===== src/rtl/tdiv_pkg.sv =====
`timescale 1ns/1ps
// Package tdiv_pkg
// Purpose : shared helpers for the thermometer-coded divider.
// Assumes : codes are at most 15 bits wide and are zero-extended to 16.
package tdiv_pkg;

    localparam int unsigned TDIV_VEC_W = 16;

    // True when v is a run of ones starting at bit 0, or zero.
    function automatic logic thermo_ok(input logic [TDIV_VEC_W-1:0] v);
        logic [TDIV_VEC_W-1:0] inc;
        inc = v + 1'b1;
        return ((inc & v) == '0);
    endfunction

    // Number of ones, which is log2 of the ratio for a valid code.
    function automatic int unsigned thermo_len(input logic [TDIV_VEC_W-1:0] v);
        return $countones(v);
    endfunction

endpackage


===== src/rtl/tdiv_code_check.sv =====
`timescale 1ns/1ps
// Module  : tdiv_code_check
// Purpose : extracts the ratio code from the control word, tests whether it
//           is a thermometer pattern and gives its log2 ratio.
// Assumes : the field lies wholly inside the word (CODE_LSB+CODE_W <= CTRL_W).
module tdiv_code_check
    import tdiv_pkg::*;
#(
    parameter int unsigned CTRL_W   = 32,
    parameter int unsigned CODE_LSB = 8,
    parameter int unsigned CODE_W   = 4,
    localparam int unsigned LG_W    = $clog2(CODE_W + 1)
) (
    input  logic [CTRL_W-1:0] ctrl_word_i,
    output logic [CODE_W-1:0] code_o,
    output logic              code_ok_o,
    output logic [LG_W-1:0]   code_lg_o
);

    localparam logic [CTRL_W-1:0] FIELD_MASK =
        ((CTRL_W'(1) << CODE_W) - CTRL_W'(1)) << CODE_LSB;

    logic ctrl_unused;

    // Field slice and validity test.
    always_comb begin
        code_o    = ctrl_word_i[CODE_LSB +: CODE_W];
        code_ok_o = thermo_ok(TDIV_VEC_W'(code_o));
        code_lg_o = LG_W'(thermo_len(TDIV_VEC_W'(code_o)));
    end

    // Bits outside the field carry no meaning for this block.
    assign ctrl_unused = |(ctrl_word_i & ~FIELD_MASK);

endmodule


===== src/rtl/tdiv_ratio_ctrl.sv =====
`timescale 1ns/1ps
// Module  : tdiv_ratio_ctrl
// Purpose : holds the applied ratio, queues a newly loaded valid code and
//           swaps it in at the end of an output period; flags refused codes.
// Assumes : period_end_i is high in the last cycle of each output period.
module tdiv_ratio_ctrl #(
    parameter int unsigned CODE_W = 4,
    localparam int unsigned LG_W  = $clog2(CODE_W + 1)
) (
    input  logic              clk_i,
    input  logic              rst_ni,
    input  logic              load_i,
    input  logic [CODE_W-1:0] cand_code_i,
    input  logic              cand_ok_i,
    input  logic [LG_W-1:0]   cand_lg_i,
    input  logic              period_end_i,
    output logic [CODE_W-1:0] act_code_o,
    output logic [LG_W-1:0]   act_lg_o,
    output logic [LG_W-1:0]   nxt_lg_o,
    output logic              err_o
);

    logic [CODE_W-1:0] act_code_q, pend_code_q;
    logic [LG_W-1:0]   act_lg_q, pend_lg_q;
    logic              pend_v_q, err_q;
    logic              swap;

    // Swap happens on the edge that closes a period with a code queued.
    assign swap = period_end_i && pend_v_q;

    // Log2 ratio that will be in force after the coming edge.
    always_comb begin
        nxt_lg_o = swap ? pend_lg_q : act_lg_q;
    end

    // Applied and queued ratio registers with error flag.
    always_ff @(posedge clk_i) begin
        if (!rst_ni) begin
            act_code_q  <= '0;
            act_lg_q    <= '0;
            pend_code_q <= '0;
            pend_lg_q   <= '0;
            pend_v_q    <= 1'b0;
            err_q       <= 1'b0;
        end else begin
            if (swap) begin
                act_code_q <= pend_code_q;
                act_lg_q   <= pend_lg_q;
                pend_v_q   <= 1'b0;
            end
            if (load_i) begin
                if (cand_ok_i) begin
                    pend_code_q <= cand_code_i;
                    pend_lg_q   <= cand_lg_i;
                    pend_v_q    <= 1'b1;
                    err_q       <= 1'b0;
                end else begin
                    err_q       <= 1'b1;
                end
            end
        end
    end

    assign act_code_o = act_code_q;
    assign act_lg_o   = act_lg_q;
    assign err_o      = err_q;

endmodule


===== src/rtl/tdiv_phase_gen.sv =====
`timescale 1ns/1ps
// Module  : tdiv_phase_gen
// Purpose : counts input cycles within an output period, marks the last
//           cycle and produces a registered half-high, half-low clock level.
// Assumes : lg_nxt_i is the log2 ratio valid after the coming edge.
module tdiv_phase_gen #(
    parameter int unsigned CNT_W = 4,
    localparam int unsigned LG_W = $clog2(CNT_W + 1),
    localparam int unsigned SPAN_W = CNT_W + 1
) (
    input  logic            clk_i,
    input  logic            rst_ni,
    input  logic [LG_W-1:0] lg_now_i,
    input  logic [LG_W-1:0] lg_nxt_i,
    output logic            period_end_o,
    output logic            level_o
);

    logic [CNT_W-1:0]  cnt_q, cnt_nxt, cnt_last;
    logic [SPAN_W-1:0] span_now, span_nxt;
    logic              level_q, level_nxt;

    // Period length now and after the edge.
    always_comb begin
        span_now = SPAN_W'(1) << lg_now_i;
        span_nxt = SPAN_W'(1) << lg_nxt_i;
        cnt_last = CNT_W'(span_now - SPAN_W'(1));
    end

    // Next phase and next output level.
    always_comb begin
        period_end_o = (cnt_q == cnt_last);
        cnt_nxt      = period_end_o ? '0 : cnt_q + 1'b1;
        level_nxt    = ({1'b0, cnt_nxt} < (span_nxt >> 1));
    end

    // Phase counter and output level register.
    always_ff @(posedge clk_i) begin
        if (!rst_ni) begin
            cnt_q   <= '0;
            level_q <= 1'b0;
        end else begin
            cnt_q   <= cnt_nxt;
            level_q <= level_nxt;
        end
    end

    assign level_o = level_q;

endmodule


===== src/rtl/tdiv_rate_helper.sv =====
`timescale 1ns/1ps
// Module  : tdiv_rate_helper
// Purpose : turns a parent/target rate pair into the ratio code
//           ceil(parent/target)-1, saturated, and says if it is exact.
// Assumes : combinational use; one comparator per possible ratio.
module tdiv_rate_helper
    import tdiv_pkg::*;
#(
    parameter int unsigned RATE_W = 32,
    parameter int unsigned CODE_W = 4,
    localparam int unsigned NK    = 1 << CODE_W,
    localparam int unsigned PW    = RATE_W + CODE_W + 1
) (
    input  logic [RATE_W-1:0] parent_i,
    input  logic [RATE_W-1:0] target_i,
    output logic [CODE_W-1:0] code_o,
    output logic              ok_o
);

    logic [NK-1:0] covers;
    logic          found;

    // covers[k-1]: k times the target reaches the parent rate.
    for (genvar k = 1; k <= NK; k++) begin : g_mult
        logic [PW-1:0] prod;
        assign prod          = PW'(target_i) * PW'(k);
        assign covers[k-1]   = (prod >= PW'(parent_i));
    end

    // Smallest covering multiple picks the code.
    always_comb begin
        code_o = '1;
        found  = 1'b0;
        for (int i = NK - 1; i >= 0; i--) begin
            if (covers[i]) begin
                code_o = CODE_W'(i);
                found  = 1'b1;
            end
        end
        ok_o = (target_i != '0) && found && thermo_ok(TDIV_VEC_W'(code_o));
    end

endmodule


===== src/rtl/therm_clk_div.sv =====
`timescale 1ns/1ps
// Module  : therm_clk_div
// Purpose : power-of-two clock divider selected by a thermometer code with
//           glitch-free ratio changes, plus a rate-to-code helper.
// Assumes : single input clock; synchronous active-low reset.
module therm_clk_div #(
    parameter int unsigned CTRL_W   = 32,
    parameter int unsigned CODE_LSB = 8,
    parameter int unsigned CODE_W   = 4,
    parameter int unsigned RATE_W   = 32
) (
    input  logic              clk_i,
    input  logic              rst_ni,
    input  logic [CTRL_W-1:0] ctrl_word_i,
    input  logic              ctrl_load_i,
    input  logic [RATE_W-1:0] parent_rate_i,
    input  logic [RATE_W-1:0] target_rate_i,
    output logic              clk_div_o,
    output logic              tick_o,
    output logic [CODE_W-1:0] cur_code_o,
    output logic              code_err_o,
    output logic [CODE_W-1:0] helper_code_o,
    output logic              helper_ok_o
);

    localparam int unsigned LG_W = $clog2(CODE_W + 1);

    logic [CODE_W-1:0] cand_code;
    logic              cand_ok;
    logic [LG_W-1:0]   cand_lg, act_lg, nxt_lg;
    logic              period_end, level;

    tdiv_code_check #(
        .CTRL_W(CTRL_W), .CODE_LSB(CODE_LSB), .CODE_W(CODE_W)
    ) u_check (
        .ctrl_word_i(ctrl_word_i),
        .code_o     (cand_code),
        .code_ok_o  (cand_ok),
        .code_lg_o  (cand_lg)
    );

    tdiv_ratio_ctrl #(.CODE_W(CODE_W)) u_ctrl (
        .clk_i       (clk_i),
        .rst_ni      (rst_ni),
        .load_i      (ctrl_load_i),
        .cand_code_i (cand_code),
        .cand_ok_i   (cand_ok),
        .cand_lg_i   (cand_lg),
        .period_end_i(period_end),
        .act_code_o  (cur_code_o),
        .act_lg_o    (act_lg),
        .nxt_lg_o    (nxt_lg),
        .err_o       (code_err_o)
    );

    tdiv_phase_gen #(.CNT_W(CODE_W)) u_phase (
        .clk_i       (clk_i),
        .rst_ni      (rst_ni),
        .lg_now_i    (act_lg),
        .lg_nxt_i    (nxt_lg),
        .period_end_o(period_end),
        .level_o     (level)
    );

    tdiv_rate_helper #(.RATE_W(RATE_W), .CODE_W(CODE_W)) u_helper (
        .parent_i(parent_rate_i),
        .target_i(target_rate_i),
        .code_o  (helper_code_o),
        .ok_o    (helper_ok_o)
    );

    // Ratio one passes the input clock; otherwise the registered level.
    assign clk_div_o = (act_lg == '0) ? clk_i : level;
    assign tick_o    = period_end;

endmodule


===== config.mk =====
export PLATFORM = sky130hd
export DESIGN_NAME = therm_clk_div
export DESIGN_NICKNAME = d
export VERILOG_FILES = /design/src/rtl/tdiv_pkg.sv /design/src/rtl/tdiv_code_check.sv /design/src/rtl/tdiv_ratio_ctrl.sv /design/src/rtl/tdiv_phase_gen.sv /design/src/rtl/tdiv_rate_helper.sv /design/src/rtl/therm_clk_div.sv
export SDC_FILE = /design/constraint.sdc
export NUM_CORES = 1
export LEC_CHECK = 0
export ABC_AREA = 1
export CAP_MARGIN = 20
export CORE_AREA = 2 2 270 272
export DETAILED_ROUTE_END_ITERATION = 7
export DIE_AREA = 0 0 272 274
export GPL_TIMING_DRIVEN = 0
export SYNTH_ARGS = -nofsm -noshare
export SYNTH_HDL_FRONTEND = slang
export SYNTH_HIERARCHICAL = 1
export SYNTH_SLANG_ARGS = --single-unit

===== constraint.sdc =====
create_clock -name clk_i -period 11.45 [get_ports clk_i]
set_clock_uncertainty 0.15 [all_clocks]
set_input_delay 3.435 -clock clk_i [delete_from_list [all_inputs] [get_ports clk_i]]
set_output_delay 3.435 -clock clk_i [all_outputs]
set_load 0.1 [all_outputs]

* Yosys cells after proc, flatten, opt, wreduce, memory -nomap -nowiden
Cells that the tools add are included.
** Cells by class
- Add/subtract/negate cells :: 7
- Multipliers :: 11
- $lt $le $gt $ge :: 17
- Equal/unequal tests :: 1
- Shift-type cells :: 2
- Muxes and demuxes :: 38
- Bitwise gates (word level) :: 2
- Reduce and logical (&&, ||, !) cells :: 8
** Operators by type and width (count)
- 36-bit by 32-bit >= comparator with 1-bit output :: 8
- 32-bit by 4-bit multiplier with 36-bit output (second input constant) :: 4
- 35-bit by 32-bit >= comparator with 1-bit output :: 4
- 32-bit by 3-bit multiplier with 35-bit output (second input constant) :: 4
- 32-bit by 2-bit multiplier with 34-bit output (second input constant) :: 3
- 34-bit by 32-bit >= comparator with 1-bit output :: 2
- 4-bit 2-to-1 mux :: 9
- 33-bit by 32-bit >= comparator with 1-bit output :: 1
- 16-bit by 4-bit bitwise AND with 16-bit output :: 2
- 32-bit >= comparator :: 1
- 16-bit logical NOT :: 2
- 32-bit nonzero test :: 1
- 1-bit 2-to-1 mux :: 22
- 3-bit 2-to-1 mux :: 5
- 4-bit by 1-bit adder with 5-bit output (second input constant) :: 2
- 1-bit by 3-bit left shift with 5-bit output (first input constant) :: 1
- 1-bit by 1-bit adder with 2-bit output :: 2
- 4-bit by 1-bit adder with 4-bit output (second input constant) :: 1
- 4-bit == test :: 1
- 4-bit < comparator :: 1
- 2-bit 2-to-1 mux :: 2
- 1-bit by 3-bit left shift with 4-bit output (first input constant) :: 1
- 4-bit by 1-bit subtractor with 4-bit output (second input constant) :: 1
- 3-bit adder :: 1
- other kinds (3) :: 5
** Word-level totals
- Register bits after elaboration :: 21
- Input bits :: 99
- Output and inout bits :: 12
- Logic and storage cells :: 94

* Longest topological paths before layout
Gate-level depths: netlist (run 1).
- Depth in word-level cells :: 21
- Mapped depth :: 41
- Gate-level depth less buffers :: 41

* Modules after synthesis
Netlist (run 1), hierarchy kept.
** By module, submodules not included
- tdiv_rate_helper :: times used 1, cells each 4018, area an instance 27792.9 µm², seq. area each 0.0 µm²
- tdiv_ratio_ctrl :: times used 1, cells each 101, area an instance 681.9 µm², seq. area each 320.3 µm²
- tdiv_phase_gen :: times used 1, cells each 77, area an instance 454.2 µm², seq. area each 100.1 µm²
- tdiv_code_check :: times used 1, cells each 20, area an instance 147.6 µm², seq. area each 0.0 µm²
- therm_clk_div :: times used 1, cells each 6, area an instance 26.3 µm², seq. area each 0.0 µm²

==> results.md, run 1 <==
- WL/cell: 19.0 um
- Synth cell types: 67
- FF+latch area: 420 sq um
- Worst hold-check path type: reg -> reg
- Initial drt markers: 2318
- Nets: 5492
- Vias in the first global route: 27523
- Met2 layer usage reported by global route: 0.436
- Crit path capture type: primary output
- Met1 Use GR: 0.386
- Failing checks: negative setup slack
- Post-Place Cell Area: 0.0320 sq mm
- Ys Warns: 6
- IO buf count: 82
- Die W: 272 um
- Max Clk Rate: 78.6 MHz
- Largest net degree at the start of global routing: 19
- Final worst slack: -1.28 ns
- Filler cells: 7322
- Syn_area_per_cell: 6.89 sq um
- Post-synth EDFFs: 0
- CTS tree: done
- Final worst-path cycle share: 1.11
- Antenna-violating nets left: 0
- Worst-Skew Late Latency: 0.36 ns
- Final setup violation count: 5
- Share of layout cells above drive strength 1: 0.118
- Setup TNS: -4.18 ns
- Area of the multi-input gates: 0.0277 sq mm
- Detailed Route WL: 103000 um
- Final weighted congestion in routability-driven placement: 0.940
- Slew HR: 0.201
- Main synth FF type: dfxtp_1
- Remaining global-route overflow: 0
- FP Rows: 99
- Crit path buf inv count: 7
- DP HPWL: 84800 um
- Core area: 0.0720 sq mm
- Post-synth net total: 5262
- Critical setup path kind: in -> out
- CTS clk-pin slew, worst paths: 0.06 ns
- CP startpoint kind: primary input
- Worst stage delay on the critical path: 0.67 ns
- Synth Instances: 4222
- Mapped cell area: 0.0291 sq mm
- DRC errors left: 0
- First-pass GRT wire length: 158000 um
- Unrepaired setup endpoints after global routing: true
- Power per cell area: 121 mW/mm^2
- Slew at the pin closest to its max-slew limit: 1.20 ns
- Worst EP required: 7.87 ns
- Area grow syn2layout: 18.3%
- Busiest layer in global routing: met2
- Critical path arrival: 9.14 ns
- Die area: 0.0745 sq mm
- Leak: 17.3 nW
- IO Count: 111
- Initial antenna violation count: 0
- Initial core utilization: 0.404
- Slew Viols, Final: 0
- CTS Hold Bufs: 0
- WHS: 0.338 ns
- Most common cell type on the critical path: nand2_1
- Seq/Total Area, Yosys: 0.0144
- Met3 usage: 0.0274
- Post-DR vias/cell: 5.41
- Largest delay share family, worst path: simple AND/OR/NAND/NOR gates
- Final worst path period need: 12.73 ns
- Critical Path Fanout Max: 3
- Initial DRT Pass Iterations: 6
- Synthesis-stage register bit count: 21
- Final hold viol count: 0
- Vert. Die Dim: 274 um
- Slowest cell on crit path: fa_2
- Run status: finished with violations
- Detailed-route via count: 29273
- ANT cells: 0
- Synth async-reset ratio: 0
- Maximum vdd drop: 0.331 mV
- Global Route Usage Sum: 0.271
- Final non-filler cell area: 0.0344 sq mm
- Max cap viols: 0
[layout make-up]
class / count / share of cell area
Clock buffer: 8 / 0.00476
Buffer: 9 / 0.00189
Timing Repair Buffer: 221 / 0.0706
Multi-Input combinational cell: 3560 / 0.805
Inverter: 632 / 0.0711
Sequential cell: 21 / 0.0122
Tap cell: 959 / 0.0349
[cell usage in the layout (no fill, tap or decap), types with 29 or more instances in the layout]
| master | n |
|---|---|
| nand2_2 | 51 |
| xnor2_1 | 76 |
| fa_1 | 145 |
| nor3_1 | 51 |
| nor2_1 | 310 |
| ha_4 | 47 |
| o21bai_1 | 30 |
| a21oi_2 | 44 |
| buf_4 | 129 |
| nand3_1 | 132 |
| clkdlybuf4s50_1 | 46 |
| a211oi_1 | 29 |
| inv_1 | 590 |
| ha_1 | 729 |
| o21ai_0 | 147 |
| nand4_1 | 90 |
| a21oi_1 | 411 |
| xor2_1 | 116 |
| nand2_1 | 836 |
[synth_stat cells, types with 6 or more instances]
cell type | n | area, sq um
a211oi_1 | 30 | 225
a21o_1 | 24 | 180
a21oi_1 | 452 | 2260
a21oi_2 | 7 | 61.3
a31oi_1 | 29 | 181
buf_4 | 6 | 45.0
dfxtp_1 | 21 | 420
fa_1 | 155 | 3100
ha_1 | 786 | 9830
inv_1 | 621 | 2330
inv_2 | 10 | 37.5
nand2_1 | 880 | 3300
nand2_2 | 14 | 87.6
nand3_1 | 138 | 691
nand3_2 | 10 | 100
nand3b_1 | 9 | 67.6
nand4_1 | 90 | 563
nor2_1 | 327 | 1230
nor2_2 | 9 | 56.3
nor3_1 | 61 | 305
nor4_1 | 28 | 175
o2111ai_1 | 7 | 61.3
o21a_1 | 19 | 143
o21ai_0 | 160 | 801
o21ai_1 | 10 | 50.1
o21ai_2 | 13 | 114
o21bai_1 | 32 | 240
o221ai_1 | 6 | 52.6
xnor2_1 | 76 | 666
xor2_1 | 120 | 1050
[tightest hold or removal path, delay by kind of cell, from the launching register on]
family	cells	cell delay (ns)
simple gates	2	0.14
flops	1	0.31
[logic make-up (layout without fill, tap and decap cells)]
group | count (synthesis) | count (layout) | synth area share
flip-flops | 21 | 21 | 0.0144
AO/OA/AOI/OAI | 831 | 831 | 0.164
buffers and inverters | 641 | 870 | 0.0837
XOR/XNOR | 196 | 196 | 0.0590
adder cells (fa/ha/maj) | 941 | 941 | 0.445
AND/OR/NAND/NOR | 1592 | 1592 | 0.234
[worst paths after layout]
| path | startpoint | to | slack [ns] | cells past startpoint |
|---|---|---|---|---|
| min reg2reg | u_ctrl/pend_code_q[2] | u_ctrl/act_code_o[2] | 0.34 | 2 |
| max reg2reg | u_ctrl/act_lg_o[1] | u_phase/level_o | 8.63 | 19 |
| min | u_ctrl/pend_code_q[2] | u_ctrl/act_code_o[2] | 0.34 | 2 |
| max | target_rate_i[15] | helper_ok_o | -1.28 | 43 |
[sequential cells by signal, indices dropped and copies added (netlist names)]
signal / flops
u_ctrl/pend_code_q: 4
u_ctrl/err_o: 1
u_ctrl/pend_lg_q: 3
u_phase/cnt_q: 4
u_phase/level_o: 1
u_ctrl/act_lg_o: 3
u_ctrl/pend_v_q: 1
u_ctrl/act_code_o: 4
[stage by stage]
step                      std cells  setup WS, ns  utilization  power (W)
after global routing           5410         -1.56        0.478    0.00465
after CTS                      5370         -1.39        0.470    0.00399
after floorplan                4222        -0.433            -    0.00270
after detailed placement       5287         -4.40        0.444    0.00361
after global placement         5263         -4.78        0.436    0.00354
final                          5410         -1.28        0.478    0.00416
[per-layer routing]
metal | wire length, um | share of wire
met5 | 0 | 0
met4 | 2960 | 0.029
met3 | 6590 | 0.064
met2 | 44500 | 0.43
met1 | 48800 | 0.47
[power breakdown]
group | total, W | leakage [nW] | internal (W) | switching (W)
clock | 0.000166 | 0.0868 | 0.000101 | 0.0000660
sequential | 0.0000924 | 0.171 | 0.0000836 | 0.00000880
combinational | 0.00391 | 17.1 | 0.00151 | 0.00239
[what timing repair did]
item / in CTS / in global routing
setup buffers: 76 / 40
setup endpoints to repair: 5 / 5
pin swaps: 62 / 69
endpoints found under the hold margin: 0 / 0
cloned: 0 / 0
gates resized for setup: 439 / 79
(Power assumes the default switching activity.)
==> run 2, diff against run 1 <==
--- a/config.mk
+++ b/config.mk
@@ -6,11 +6,15 @@
 export NUM_CORES = 1
 export LEC_CHECK = 0
 export ABC_AREA = 1
-export CAP_MARGIN = 20
+export CAP_MARGIN = 0
+export CELL_PAD_IN_SITES_DETAIL_PLACEMENT = 1
+export CELL_PAD_IN_SITES_GLOBAL_PLACEMENT = 1
 export CORE_AREA = 2 2 270 272
+export CTS_CLUSTER_SIZE = 12
 export DETAILED_ROUTE_END_ITERATION = 7
 export DIE_AREA = 0 0 272 274
 export GPL_TIMING_DRIVEN = 0
+export PLACE_DENSITY_LB_ADDON = 0.1
 export SYNTH_ARGS = -nofsm -noshare
 export SYNTH_HDL_FRONTEND = slang
 export SYNTH_HIERARCHICAL = 1
==> results.md, run 2 (synthesis results as in run 1) <==
- Run status: finished with violations
- Failing checks: negative setup slack
- Core area: 0.0720 sq mm
- Setup TNS: -4.37 ns
- Most common cell after layout, fill and taps aside: nand2_1
- Clock share of power: 0.040
- Final setup violation count: 5
- Critical path arrival: 9.17 ns
- FP Rows: 99
- Final worst-path cycle share: 1.11
- Largest net degree at the start of global routing: 20
- Final hold viol count: 0
- IO buf count: 82
- DP HPWL: 94800 um
- Vert. Die Dim: 274 um
- Post-DR vias/cell: 5.59
- Worst stage delay on the critical path: 0.66 ns
- Worst hold-check path type: reg -> reg
- Unrepaired setup endpoints after global routing: true
- Share of layout cells above drive strength 1: 0.108
- Global Route Usage Sum: 0.310
- CTS Hold Bufs: 0
- Final weighted congestion in routability-driven placement: 0.934
- Die area: 0.0745 sq mm
- Hold Crit Start: u_ctrl/pend_code_q[2]
- Switching part of the total power: 0.604
- Combinational power share: 0.938
- Antenna-violating nets left: 0
- Detailed Route WL: 117000 um
- Leak: 17.0 nW
- Worst reg2reg path endpoint: u_phase/level_o
- Slowest cell on crit path: fa_2
- Most common cell type on the critical path: nand2_1
- Vias in the first global route: 30350
- Die W: 272 um
- Detailed-route via count: 29989
- WHS Path Cells: 2
- Part of the power in registers: 0.022
- Final worst slack: -1.30 ns
- Final worst path period need: 12.75 ns
- IO Count: 111
- Critical setup path kind: in -> out
- Maximum vdd drop: 0.261 mV
- CTS tree: done
- Critical Path Fanout Max: 4
- Max cap viols: 0
- P_sw: 0.00257 W
- Worst R2R Setup Slack: 8.60 ns
- CP startpoint kind: primary input
- Most frequent cells in the layout: nand2_1, ha_1, inv_1, a21oi_1, nor2_1
- Finished Layout Cells: 5366
- Worst-Skew Late Latency: 0.37 ns
- Crit path capture type: primary output
- Internal power: 0.00168 W
- Remaining global-route overflow: 0
- Initial drt markers: 1830
- Max Clk Rate: 78.4 MHz
- Slew at the pin closest to its max-slew limit: 1.39 ns
- Slew Viols, Final: 0
- FF-to-FF Start: u_ctrl/act_lg_o[1]
- Worst EP required: 7.87 ns
- DP Cell Count: 5263
- DRC errors left: 0
- Initial DRT Pass Iterations: 5
- First-pass GRT wire length: 179000 um
- CTS clk-pin slew, worst paths: 0.06 ns
- WL/cell: 21.9 um
- Slew HR: 0.0745
- Power per cell area: 126 mW/mm^2
- Initial antenna violation count: 1
- Area grow syn2layout: 15.7%
- Worst R2R Path Depth: 20
- Min-Delay Endpoint: u_ctrl/act_code_o[2]
- Nets: 5447
- Initial core utilization: 0.404
[run 2: metrics by stage]
| stage | instance area, sq um | setup WS [ns] | power, W | hold slack, ns | util |
|---|---|---|---|---|---|
| after global routing | 33700 | -1.53 | 0.00474 | 0.379 | 0.468 |
| after global placement | 31400 | -5.08 | 0.00363 | 0.323 | 0.436 |
| final | 33700 | -1.30 | 0.00425 | 0.340 | 0.468 |
| after floorplan | 29400 | -0.433 | 0.00270 | 0.305 | - |
| after CTS | 33100 | -1.35 | 0.00408 | 0.347 | 0.459 |
| after detailed placement | 31400 | -4.94 | 0.00372 | 0.333 | 0.436 |
[run 2: power by group through the flow]
stage | registers (W) | logic (W) | clock network (W)
after floorplan | 0.000112 | 0.00255 | 0.0000343
after global placement | 0.0000943 | 0.00350 | 0.0000416
after detailed placement | 0.0000945 | 0.00358 | 0.0000416
after CTS | 0.0000929 | 0.00381 | 0.000177
after global routing | 0.0000941 | 0.00447 | 0.000181
final | 0.0000927 | 0.00399 | 0.000172
[run 2: area by class of cell]
class / instances / area [sq um]
Inverter: 632 / 2460
Fill cell: 9249 / 38300
Multi-Input combinational cell: 3560 / 27500
Tap cell: 959 / 1200
Buffer: 9 / 65.1
Sequential cell: 21 / 420
Clock inverter: 1 / 7.51
Antenna cell: 1 / 2.50
Timing Repair Buffer: 176 / 1880
Clock buffer: 7 / 160
[run 2: metal layers]
layer / vias to the layer above / GRT usage / share of wire
li1: 14685 / - / -
met1: 14551 / 0.434 / 0.48
met2: 644 / 0.514 / 0.45
met3: 109 / 0.0278 / 0.047
met4: 0 / 0.0682 / 0.021
met5: - / 0 / 0
[run 2: worst max-delay path by stage]
stage                  end  slack [ns]               from
2_1_floorplan  helper_ok_o       -0.43   target_rate_i[3]
3_3_place_gp   helper_ok_o       -5.08  target_rate_i[16]
3_5_place_dp   helper_ok_o       -4.94  target_rate_i[15]
4_1_cts        helper_ok_o       -1.35  target_rate_i[21]
5_1_grt        helper_ok_o       -1.53  target_rate_i[17]
6_report       helper_ok_o       -1.30  target_rate_i[17]
[run 2: timing repair]
item / 4_1_cts / 5_1_grt
setup endpoints to repair: 5 / 5
gates resized for setup: 445 / 99
setup buffers: 71 / 25
pin swaps: 47 / 53
[run 2: critical path, delay by kind of cell]
family / cells / cell delay (ns)
AOI/OAI and AO/OA: 4 / 0.59
adders and majority gates: 4 / 1.65
xor gates and xnor gates: 1 / 0.09
and+or+nand+nor: 27 / 2.62
buffers and inverters: 7 / 0.74
==> run 3, diff against run 2 <==
--- a/config.mk
+++ b/config.mk
@@ -9,10 +9,10 @@
 export CAP_MARGIN = 0
 export CELL_PAD_IN_SITES_DETAIL_PLACEMENT = 1
 export CELL_PAD_IN_SITES_GLOBAL_PLACEMENT = 1
-export CORE_AREA = 2 2 270 272
+export CORE_AREA = 2 2 264 266
 export CTS_CLUSTER_SIZE = 12
 export DETAILED_ROUTE_END_ITERATION = 7
-export DIE_AREA = 0 0 272 274
+export DIE_AREA = 0 0 266 268
 export GPL_TIMING_DRIVEN = 0
 export PLACE_DENSITY_LB_ADDON = 0.1
 export SYNTH_ARGS = -nofsm -noshare
==> results.md, run 3 (synthesis results as in run 1) <==
- Run status: finished with violations
- Failing checks: negative setup slack
- Worst Setup SP: target_rate_i[17]
- Antenna-violating nets left: 0
- Nets: 5449
- P_sw: 0.00259 W
- Most common cell after layout, fill and taps aside: nand2_1
- Critical setup path kind: in -> out
- ANT cells: 0
- Detailed-route via count: 30411
- Die W: 266 um
- Hold Crit Start: u_ctrl/pend_code_q[2]
- DRC errors left: 0
- Critical path arrival: 9.28 ns
- Busiest layer in global routing: met2
- Setup WS pre-CTS: -4.96 ns
- Final worst-path cycle share: 1.12
- Worst hold-check path type: reg -> reg
- Initial antenna violation count: 0
- Share of layout cells above drive strength 1: 0.107
- Internal power: 0.00170 W
- Crit path capture type: primary output
- Final worst path period need: 12.86 ns
- Max cap viols: 0
- Unrepaired setup endpoints after global routing: true
- Clock share of power: 0.039
- FP Rows: 96
- Part of the power in registers: 0.022
- CP startpoint kind: primary input
- CTS Hold Bufs: 0
- Slew at the pin closest to its max-slew limit: 1.35 ns
- Initial drt markers: 2019
- Maximum vdd drop: 0.228 mV
- Remaining global-route overflow: 0
- Switching part of the total power: 0.604
- Core area: 0.0682 sq mm
- Slew Viols, Final: 0
- Global Route Usage Sum: 0.322
- Max Clk Rate: 77.7 MHz
- Leak: 17.1 nW
- FF-to-FF Start: u_ctrl/act_lg_o[2]
- Combinational power share: 0.939
- Worst EP required: 7.87 ns
- Initial DRT Pass Iterations: 5
- DP HPWL: 94000 um
- CTS tree: done
- Most frequent cells in the layout: nand2_1, ha_1, inv_1, a21oi_1, nor2_1
- Detailed Route WL: 117000 um
- Initial core utilization: 0.427
- WHS: 0.335 ns
- First-pass GRT wire length: 178000 um
- Area grow syn2layout: 15.6%
- Met2 layer usage reported by global route: 0.538
- Post-DR vias/cell: 5.75
- IO buf count: 82
- Final worst slack: -1.41 ns
- Final weighted congestion in routability-driven placement: 0.946
- Final setup violation count: 5
- Met1 Use GR: 0.457
- Vias in the first global route: 30429
- Largest net degree at the start of global routing: 20
- CTS clk-pin slew, worst paths: 0.06 ns
- Power per cell area: 127 mW/mm^2
- Finished Layout Cells: 5290
- Final hold viol count: 0
- Area of the multi-input gates: 0.0275 sq mm
- Design Power: 0.00428 W
- Vert. Die Dim: 268 um
- Worst-Skew Late Latency: 0.37 ns
- Critical Path Fanout Max: 4
- Filler cells: 8841
- Util after Layout: 0.493
- Slowest cell on crit path: fa_2
- FF+latch area: 420 sq um
- Worst stage delay on the critical path: 0.56 ns
- DP Cell Count: 5186
- Met3 usage: 0.0166
- Slew HR: 0.0995
- WL/cell: 22.1 um
- IO Count: 111
- Most common cell type on the critical path: nand2_1
- Die area: 0.0713 sq mm
-- run 3: changes by cell type in the layout (fill, tap and decap cells not counted), sizes merged --
cell,change
dlygate4sd2,-1
diode,-1
clkdlybuf4s15,+1
clkinv,+1
buf,-2
inv,+3
clkinvlp,-4
clkbuf,+4
-- run 3: final timing paths --
path                                              to  slack (ns)  cells after the start
worst max-delay path                     helper_ok_o       -1.41                     41
worst min-delay path            u_ctrl/act_code_o[2]        0.34                      2
worst max register to register       u_phase/level_o        8.61                     19
worst min register to register  u_ctrl/act_code_o[2]        0.34                      2
-- run 3: layer usage --
metal | share of wire | vias up
met5 | 0 | -
met2 | 0.45 | 716
met3 | 0.044 | 123
met4 | 0.027 | 0
met1 | 0.48 | 14872
li1 | - | 14700
-- run 3: power groups by stage --
stage / registers, W / clock network [W] / logic [W]
final: 0.0000928 / 0.000169 / 0.00402
after global routing: 0.0000946 / 0.000177 / 0.00448
after CTS: 0.0000931 / 0.000173 / 0.00378
after detailed placement: 0.0000946 / 0.0000416 / 0.00357
after global placement: 0.0000941 / 0.0000416 / 0.00347
after floorplan: 0.000112 / 0.0000343 / 0.00255
-- run 3: worst max-delay path: cells and delay by family --
kind | cells | cell delay [ns]
AO/OA/AOI/OAI | 3 | 0.29
AND/OR/NAND/NOR | 28 | 3.11
XOR/XNOR | 1 | 0.18
buffers and inverters | 5 | 0.53
adder cells (fa/ha/maj) | 4 | 1.73
-- run 3: what timing repair did --
action / 4_1_cts / 5_1_grt
gates cloned: 0 / 0
resized for setup: 397 / 139
pin swaps: 52 / 84
endpoints found under the setup margin: 5 / 5
setup buffers: 65 / 32
-- run 3: layout make-up --
class                   instances  share of cell area
repair buffers                178              0.0571
clock inverters                 1            0.000149
flip-flops and latches         21              0.0125
plain buffers                   9             0.00193
inverters                     632              0.0729
clock buffers                   7             0.00476
well taps                     882              0.0328
multi-input cells            3560               0.818
-- run 3: stage by stage --
step | setup TNS [ns] | instance area, sq um
after global placement | -20.81 | 31300
after floorplan | -0.508 | 29400
after global routing | -5.95 | 33600
after detailed placement | -19.99 | 31300
final | -4.86 | 33600
after CTS | -4.49 | 32800
